## src/rtl/bl_pwm_pkg.sv

```systemverilog
package bl_pwm_pkg;
  localparam int CNT_W   = 16;
  localparam int BC_W    = 5;
  localparam int LEVEL_W = CNT_W + 1;
  localparam int PROD_W  = LEVEL_W + CNT_W;
  localparam int ADDR_W  = 2;
  localparam int DATA_W  = 32;

  localparam logic [ADDR_W-1:0] ADDR_DUTY   = 2'd0;
  localparam logic [ADDR_W-1:0] ADDR_PERIOD = 2'd1;
  localparam logic [ADDR_W-1:0] ADDR_LOCK   = 2'd2;

  localparam logic [DATA_W-1:0] DUTY_RST   = 32'hC000_FA00;
  localparam logic [DATA_W-1:0] PERIOD_RST = 32'h000C_0FA0;

  typedef struct packed {
    logic             en;
    logic             frac;
    logic [CNT_W-1:0] duty;
    logic [BC_W-1:0]  bitCnt;
    logic [CNT_W-1:0] period;
  } cfg_t;

  // strobes from control to datapath
  typedef struct packed {
    logic load;
  } ctrl2dp_t;

  function automatic logic [BC_W-1:0] effBits(logic [BC_W-1:0] b);
    return (b == '0 || b > BC_W'(CNT_W)) ? BC_W'(CNT_W) : b;
  endfunction

  function automatic logic [CNT_W-1:0] maskPeriod(logic [CNT_W-1:0] p, logic [BC_W-1:0] b);
    return p & CNT_W'(({1'b0, {CNT_W{1'b0}}} + 1'b1 << b) - 1'b1);
  endfunction

  function automatic cfg_t cfgFromWords(logic [DATA_W-1:0] d, logic [DATA_W-1:0] p);
    cfg_t c;
    c.en     = d[31];
    c.frac   = d[30];
    c.duty   = d[CNT_W-1:0];
    c.bitCnt = p[CNT_W+BC_W-1:CNT_W];
    c.period = p[CNT_W-1:0];
    return c;
  endfunction
endpackage

```

## src/rtl/bl_pwm_ctrl.sv

```systemverilog
module bl_pwm_ctrl
  import bl_pwm_pkg::*;
#(
  parameter logic [DATA_W-1:0] DUTY_INIT   = DUTY_RST,
  parameter logic [DATA_W-1:0] PERIOD_INIT = PERIOD_RST
) (
  input  logic              clk,
  input  logic              rstN,
  input  logic              wrEn,
  input  logic [ADDR_W-1:0] wrAddr,
  input  logic [DATA_W-1:0] wrData,
  input  logic              rollover,
  output cfg_t              liveCfg,
  output ctrl2dp_t          toDp,
  output logic              lockState,
  output logic              updatePending
);
  localparam cfg_t CFG_INIT = cfgFromWords(DUTY_INIT, PERIOD_INIT);

  cfg_t shCfg;
  logic dutyWr, periodWr, shadowWr, loadNow;
  logic unusedWr;

  assign unusedWr = ^wrData[29:CNT_W+BC_W];
  assign dutyWr   = wrEn && (wrAddr == ADDR_DUTY);
  assign periodWr = wrEn && (wrAddr == ADDR_PERIOD);
  assign shadowWr = dutyWr || periodWr;
  assign loadNow  = rollover && updatePending && !lockState;
  assign toDp.load = loadNow;

  always_ff @(posedge clk) begin
    if (!rstN) begin
      shCfg         <= CFG_INIT;
      liveCfg       <= CFG_INIT;
      lockState     <= 1'b0;
      updatePending <= 1'b0;
    end else begin
      if (dutyWr) begin
        shCfg.en   <= wrData[31];
        shCfg.frac <= wrData[30];
        shCfg.duty <= wrData[CNT_W-1:0];
      end
      if (periodWr) begin
        shCfg.bitCnt <= wrData[CNT_W+BC_W-1:CNT_W];
        shCfg.period <= wrData[CNT_W-1:0];
      end
      if (wrEn && wrAddr == ADDR_LOCK) lockState <= wrData[0];
      if (loadNow) liveCfg <= shCfg;
      if (shadowWr)     updatePending <= 1'b1;
      else if (loadNow) updatePending <= 1'b0;
    end
  end
endmodule

```

## src/rtl/bl_pwm_dp.sv

```systemverilog
module bl_pwm_dp
  import bl_pwm_pkg::*;
(
  input  logic     clk,
  input  logic     rstN,
  input  cfg_t     cfg,
  input  ctrl2dp_t strb,
  output logic     rollover,
  output logic     pwmOut
);
  logic [BC_W-1:0]  bits, fracBits;
  logic [CNT_W-1:0] perMasked, lastCnt, cnt, intDuty, fracMask, fracDuty, acc;
  logic [CNT_W:0]   accSum, highLen;
  logic             carry, extra;

  always_comb begin
    bits      = effBits(cfg.bitCnt);
    fracBits  = BC_W'(CNT_W) - bits;
    perMasked = maskPeriod(cfg.period, bits);
    lastCnt   = (perMasked == '0) ? {{(CNT_W-1){1'b1}}, 1'b0} : perMasked - 1'b1;
    intDuty   = cfg.duty >> fracBits;
    fracMask  = CNT_W'(({1'b0, {CNT_W{1'b0}}} + 1'b1 << fracBits) - 1'b1);
    fracDuty  = cfg.frac ? (cfg.duty & fracMask) : '0;
    accSum    = {1'b0, acc} + {1'b0, fracDuty};
    carry     = (fracBits != '0) && accSum[fracBits];
    rollover  = (cnt >= lastCnt);
    highLen   = {1'b0, intDuty} + {{CNT_W{1'b0}}, extra};
    pwmOut    = cfg.en && ({1'b0, cnt} < highLen);
  end

  always_ff @(posedge clk) begin
    if (!rstN) begin
      cnt   <= '0;
      acc   <= '0;
      extra <= 1'b0;
    end else begin
      cnt <= rollover ? '0 : cnt + 1'b1;
      if (strb.load) begin
        acc   <= '0;
        extra <= 1'b0;
      end else if (rollover) begin
        acc   <= accSum[CNT_W-1:0] & fracMask;
        extra <= carry;
      end
    end
  end
endmodule

```

## src/rtl/bl_level_conv.sv

```systemverilog
module bl_level_conv
  import bl_pwm_pkg::*;
(
  input  logic               clk,
  input  logic               rstN,
  input  logic [LEVEL_W-1:0] levelIn,
  input  logic               levelValid,
  input  logic [BC_W-1:0]    bitCnt,
  input  logic [CNT_W-1:0]   period,
  output logic [CNT_W-1:0]   dutyCode,
  output logic               dutyCodeValid
);
  logic [BC_W-1:0]   bits;
  logic [5:0]        rIdx;
  logic [PROD_W-1:0] prod;
  logic [CNT_W-1:0]  result;

  always_comb begin
    bits   = effBits(bitCnt);
    rIdx   = {1'b0, bits} - 6'd1;
    prod   = PROD_W'(levelIn) * PROD_W'(maskPeriod(period, bits));
    result = CNT_W'(prod >> bits) + {{(CNT_W-1){1'b0}}, prod[rIdx]};
  end

  always_ff @(posedge clk) begin
    if (!rstN) begin
      dutyCode      <= '0;
      dutyCodeValid <= 1'b0;
    end else begin
      dutyCodeValid <= levelValid;
      if (levelValid) dutyCode <= result;
    end
  end
endmodule

```

## src/rtl/bl_pwm_gen.sv

```systemverilog
module bl_pwm_gen
  import bl_pwm_pkg::*;
#(
  parameter logic [31:0] DUTY_INIT   = 32'hC000_FA00,
  parameter logic [31:0] PERIOD_INIT = 32'h000C_0FA0
) (
  input  logic        clk,
  input  logic        rstN,
  input  logic        wrEn,
  input  logic [1:0]  wrAddr,
  input  logic [31:0] wrData,
  input  logic [16:0] levelIn,
  input  logic        levelValid,
  output logic [15:0] dutyCode,
  output logic        dutyCodeValid,
  output logic        pwmOut,
  output logic        updatePending,
  output logic        lockState
);
  cfg_t     liveCfg;
  ctrl2dp_t toDp;
  logic     rollover;
  logic     liveEn, loadStb;

  assign liveEn  = liveCfg.en;
  assign loadStb = toDp.load;

  bl_pwm_ctrl #(.DUTY_INIT(DUTY_INIT), .PERIOD_INIT(PERIOD_INIT)) u_ctrl (
    .clk(clk), .rstN(rstN), .wrEn(wrEn), .wrAddr(wrAddr), .wrData(wrData),
    .rollover(rollover), .liveCfg(liveCfg), .toDp(toDp),
    .lockState(lockState), .updatePending(updatePending)
  );

  bl_pwm_dp u_dp (
    .clk(clk), .rstN(rstN), .cfg(liveCfg), .strb(toDp),
    .rollover(rollover), .pwmOut(pwmOut)
  );

  bl_level_conv u_conv (
    .clk(clk), .rstN(rstN), .levelIn(levelIn), .levelValid(levelValid),
    .bitCnt(liveCfg.bitCnt), .period(liveCfg.period),
    .dutyCode(dutyCode), .dutyCodeValid(dutyCodeValid)
  );
endmodule

```

## config.mk

```make
export PLATFORM = sky130hd
export DESIGN_NAME = bl_pwm_gen
export DESIGN_NICKNAME = d
export VERILOG_FILES = /design/src/rtl/bl_pwm_pkg.sv /design/src/rtl/bl_pwm_ctrl.sv /design/src/rtl/bl_pwm_dp.sv /design/src/rtl/bl_level_conv.sv /design/src/rtl/bl_pwm_gen.sv
export SDC_FILE = /design/constraint.sdc
export NUM_CORES = 1
export LEC_CHECK = 0
export ABC_AREA = 1
export CAP_MARGIN = 20
export CORE_AREA = 2 2 182 184
export CTS_BUF_LIST = sky130_fd_sc_hd__clkbuf_2 sky130_fd_sc_hd__clkbuf_4 sky130_fd_sc_hd__clkbuf_8
export DETAILED_ROUTE_END_ITERATION = 10
export DIE_AREA = 0 0 184 186
export GPL_TIMING_DRIVEN = 0
export HOLD_SLACK_MARGIN = 0.15
export PLACE_DENSITY = 0.86
export RECOVER_POWER = 25
export SYNTH_ARGS = -nofsm -noshare
export SYNTH_HDL_FRONTEND = slang
export SYNTH_HIERARCHICAL = 1
export SYNTH_SLANG_ARGS = --single-unit
```

## constraint.sdc

```tcl
create_clock -name clk -period 27.5 [get_ports clk]
set_input_delay 5.5 -clock clk [delete_from_list [all_inputs] [get_ports clk]]
set_output_delay 5.5 -clock clk [all_outputs]
set_load 0.01 [all_outputs]
```

==> results.yml <==
finish:
  regArea_um2: 2600
  post_route_cells_drive_above_1_share_pct: 4.09
  area_of_the_multi_input_gates_um2: 16700
  finish.net_count: 4110
  number_of_fill_cells_in_the_layout: 2597
  layout-area-overhead-vs-synth_pct: 6.73
setup_path:
  worst_ep_arrival_time_ps: 14010
  cp_common_cell: "sky130_fd_sc_hd__nand2_1"
  cp_slowest_stage_delay_ps: 580
  crit-reg2reg-launch: "u_ctrl/liveCfg[16]$_SDFFE_PN0P_"
  timing.critical_path.fanout_max: 10
  worstPathRequired_ps: 27910
  rrSetupSlack_ps: 15900
  regToRegEndpoint: "u_conv/dutyCode[14]$_SDFFE_PN0P_"
  timing_worst_setup_path_type: "in2reg"
  worst_setup_path_end_kind: "register"
  r2r.worst_path.cells: 53
  setup.worst_path.start_class: "input port"
  cpMaxStageDelayCell: "sky130_fd_sc_hd__fa_1"
cts:
  cts-htree-levels: 4
  cts.path.max_buffers: 2
  path_clk_slew_ps: 90
  clock_tree_from_tritoncts: "built"
  postCtsHoldBufs: 0
  insertion_delay_ps: 510
  postCtsSetupRepairBufs: 0
  post_cts.resized_instances: 0
  cts.sinks: 130
  cts-root-buf: "sky130_fd_sc_hd__clkbuf_8"
  cts_made_buffers: 17
sta:
  rsz0062_at_grt: "false"
  fmaxAchievable_ghz: 0.0735
  min_period_ps: 13610
  max_slew_margin_pct: 41.3
  final.hold.worst_slack_ps: 468
  maxSlewViolCount: 0
  worst-slew-pin-transition_ps: 877
  finalClockSkew_ps: 17.0
  report.final.setup_viol: 0
  timing.final.hold_violations: 0
  period_share_pct: 49.5
  timing.setup.tns_ps: 0
logic_synthesis:
  number_of_flops_mapped_to_enable_cells_by_yosys: 0
  synth-async-reset-ratio_pct: 0
  dominantRegCellSynth: "sky130_fd_sc_hd__dfxtp_1"
  avg_synthesized_cell_area_um2: 6.19
  synth_xor_area_share_pct: 1.69
  synth.lib_cells_used.distinct: 52
  yosys_register_bits: 130
  synth_sequential_area_ratio_pct: 11.7
  post_synthesis_share_of_cell_area_spent_on_full_adders_half_adders_and_majority_gates_pct: 28.4
  synthMuxAreaShare_pct: 0.0450
  synth_simple_gate_area_share_pct: 40.2
  synth_compound_gate_area_share_pct: 4.70
  dominant_combinational_cell_family_by_area_after_synthesis: "simple AND/OR/NAND/NOR gates"
  synth_fp_nets: 4031
  synth_area_um2: 22300
  synth-warning-count: 6
  instance_count_of_the_mapped_netlist: 3597
route:
  route.detailed.vias_per_inst: 5.98
  count_of_nets_left_with_antenna_violations_after_detail_routing: 0
  wl_per_cell_um: 18.0
  dr.pass1.iters: 9
  remaining_drc_errors: 0
  dr.first_iter.drc_count: 3038
  postRouteWirelength_um: 73900
  via_count_of_the_routed_design: 24500
place:
  dp_hpwl_um: 61100
  port_buffers: 60
  gp_routability_congestion: 1.09
power:
  vdd_ir_drop_max_mv: 0.0795
  leakage_nw: 13.0
  power.density_nw_per_um2: 75.7
worst_hold_path:
  worst_hold_path_type: "reg2reg"
  min-delay-start: "u_ctrl/shCfg[8]$_SDFFE_PN1P_"
  holdPathStages: 2
  whs_endpoint: "u_ctrl/liveCfg[8]$_SDFFE_PN1P_"
global_route:
  global_route_wire_length_before_repair_um: 118000
  grt_start_max_net_pins: 17
  grt_overflow: 0
  grt_antenna_before_repair: 2
  gr-usage-all-layers_pct: 43.9
  vias_in_the_first_global_route: 24000
floorplan:
  die_y_um: 186
  dieArea_um2: 34200
  std_cell_rows: 66
  die_w_um: 184
  ios: 75
  core_area_um2: 32200
  floorplan.initialDensity_pct: 69.1
outcome:
  outcome: "finished clean"
run:
  max_cap_viol_count: 0
## power breakdown
group	switching (mW)	leakage, nW	internal, mW
registers	0.00710	1.06	0.202
logic	0.956	11.7	0.467
clock network	0.0975	0.194	0.0680
total	1.06	13.0	0.737
## Yosys cell counts, types with 3 or more instances
| master | count | area (um2) |
|---|---|---|
| sky130_fd_sc_hd__nand3_2 | 8 | 80.1 |
| sky130_fd_sc_hd__ha_1 | 170 | 2130 |
| sky130_fd_sc_hd__nor2_2 | 17 | 106 |
| sky130_fd_sc_hd__a21oi_1 | 95 | 475 |
| sky130_fd_sc_hd__o211ai_1 | 6 | 45.0 |
| sky130_fd_sc_hd__buf_2 | 20 | 100 |
| sky130_fd_sc_hd__or2_2 | 5 | 31.3 |
| sky130_fd_sc_hd__o22ai_1 | 4 | 25.0 |
| sky130_fd_sc_hd__buf_6 | 5 | 56.3 |
| sky130_fd_sc_hd__nand3_1 | 460 | 2300 |
| sky130_fd_sc_hd__xnor2_1 | 15 | 131 |
| sky130_fd_sc_hd__nand2_2 | 15 | 93.8 |
| sky130_fd_sc_hd__nand3b_1 | 10 | 75.1 |
| sky130_fd_sc_hd__nand2_1 | 994 | 3730 |
| sky130_fd_sc_hd__nand2_4 | 5 | 56.3 |
| sky130_fd_sc_hd__a31oi_1 | 3 | 18.8 |
| sky130_fd_sc_hd__nor2_4 | 7 | 78.8 |
| sky130_fd_sc_hd__nor3_1 | 15 | 75.1 |
| sky130_fd_sc_hd__dfxtp_1 | 130 | 2600 |
| sky130_fd_sc_hd__clkinv_1 | 9 | 33.8 |
| sky130_fd_sc_hd__nor3_2 | 3 | 30.0 |
| sky130_fd_sc_hd__clkbuf_1 | 51 | 191 |
| sky130_fd_sc_hd__inv_1 | 639 | 2400 |
| sky130_fd_sc_hd__o21ai_0 | 60 | 300 |
| sky130_fd_sc_hd__o21bai_1 | 3 | 22.5 |
| sky130_fd_sc_hd__xor2_1 | 28 | 245 |
| sky130_fd_sc_hd__o21ai_1 | 7 | 35.0 |
| sky130_fd_sc_hd__nor2_1 | 489 | 1840 |
| sky130_fd_sc_hd__o2111ai_1 | 4 | 35.0 |
| sky130_fd_sc_hd__buf_1 | 9 | 33.8 |
| sky130_fd_sc_hd__inv_2 | 21 | 78.8 |
| sky130_fd_sc_hd__buf_4 | 9 | 67.6 |
| sky130_fd_sc_hd__fa_1 | 209 | 4180 |
| sky130_fd_sc_hd__nand4_1 | 45 | 282 |
## worst max path at each step
| stage | depth (start not counted) | slack (ps) | startpoint | to |
|---|---|---|---|---|
| 6_report | 36 | 13890 | levelIn[8] | u_conv/dutyCode[14]$_SDFFE_PN0P_ |
| 5_1_grt | 38 | 13250 | levelIn[8] | u_conv/dutyCode[10]$_SDFFE_PN0P_ |
| 4_1_cts | 38 | 14110 | levelIn[9] | u_conv/dutyCode[10]$_SDFFE_PN0P_ |
| 3_5_place_dp | 38 | 13590 | levelIn[9] | u_conv/dutyCode[10]$_SDFFE_PN0P_ |
| 3_3_place_gp | 38 | 13640 | levelIn[9] | u_conv/dutyCode[14]$_SDFFE_PN0P_ |
| 2_1_floorplan | 37 | 15580 | levelIn[5] | u_conv/dutyCode[10]$_SDFFE_PN0P_ |
## cells by family after synthesis
| group | after synthesis |
|---|---|
| AND/OR/NAND/NOR | 2087 |
| flip-flops | 130 |
| adder cells (fa/ha/maj) | 379 |
| buffers and inverters | 764 |
| AO/OA/AOI/OAI | 193 |
| multiplexers | 1 |
| XOR/XNOR | 43 |
## critical path, delay by kind of cell
kind            cells  cell delay [ps]
fa+ha+maj           9             4040
compound gates      3              880
simple gates       17             2220
buf+inv             7             1360
## cell usage in the layout, fill, tap and decap left out, types with 8 or more instances in the layout
cell                                n
sky130_fd_sc_hd__o21ai_0           60
sky130_fd_sc_hd__buf_2             15
sky130_fd_sc_hd__a21oi_1           95
sky130_fd_sc_hd__nand2_2           15
sky130_fd_sc_hd__fa_1             209
sky130_fd_sc_hd__xnor2_1           15
sky130_fd_sc_hd__buf_4              9
sky130_fd_sc_hd__clkdlybuf4s50_1   59
sky130_fd_sc_hd__xor2_1            28
sky130_fd_sc_hd__nand4_1           45
sky130_fd_sc_hd__clkbuf_8          17
sky130_fd_sc_hd__nand3_1          461
sky130_fd_sc_hd__inv_1            640
sky130_fd_sc_hd__nand2_1          994
sky130_fd_sc_hd__clkinv_1           9
sky130_fd_sc_hd__dfxtp_1          130
sky130_fd_sc_hd__inv_2             20
sky130_fd_sc_hd__nor2_2            17
sky130_fd_sc_hd__ha_1             170
sky130_fd_sc_hd__nand3b_1          10
sky130_fd_sc_hd__nor3_1            15
sky130_fd_sc_hd__buf_1              8
sky130_fd_sc_hd__clkbuf_1          57
sky130_fd_sc_hd__nor2_1           489
## per-stage QoR
step	cells	utilization, %	setup WS, ps	area, um2	total power [mW]
global route	4097	73.7	13250	23800	1.97
CTS	4097	73.8	14110	23800	1.76
floorplan	3597	-	15580	22300	1.22
detailed placement	4065	72.6	13590	23400	1.58
finish	4098	73.8	13890	23800	1.80
global placement	4065	72.6	13640	23400	1.55
## flip-flops by register name, summed over array words and instances (netlist names)
signal                count
u_ctrl/shCfg             39
u_conv/dutyCodeValid      1
u_ctrl/updatePending      1
u_dp/extra                1
u_ctrl/liveCfg           39
u_dp/cnt                 16
u_conv/dutyCode          16
u_dp/acc                 16
u_ctrl/lockState          1
## routing by layer
layer	vias to the layer above	wire length [um]	GRT usage, %
met5	-	13	0
met4	2	6280	32.2
met1	11100	26400	49.6
met3	503	7900	10.2
met2	1639	33300	72.9
li1	11300	-	-
## layout make-up
type | count | area share, %
tap | 408 | 2.15
clock buffer | 17 | 0.985
antenna | 1 | 0.0105
clock inverter | 15 | 0.679
buffer | 94 | 1.86
multi-input combinational | 2703 | 70.2
sequential | 130 | 11.0
inverter | 670 | 10.6
timing repair buffer | 60 | 2.53
(Power assumes the default switching activity.)
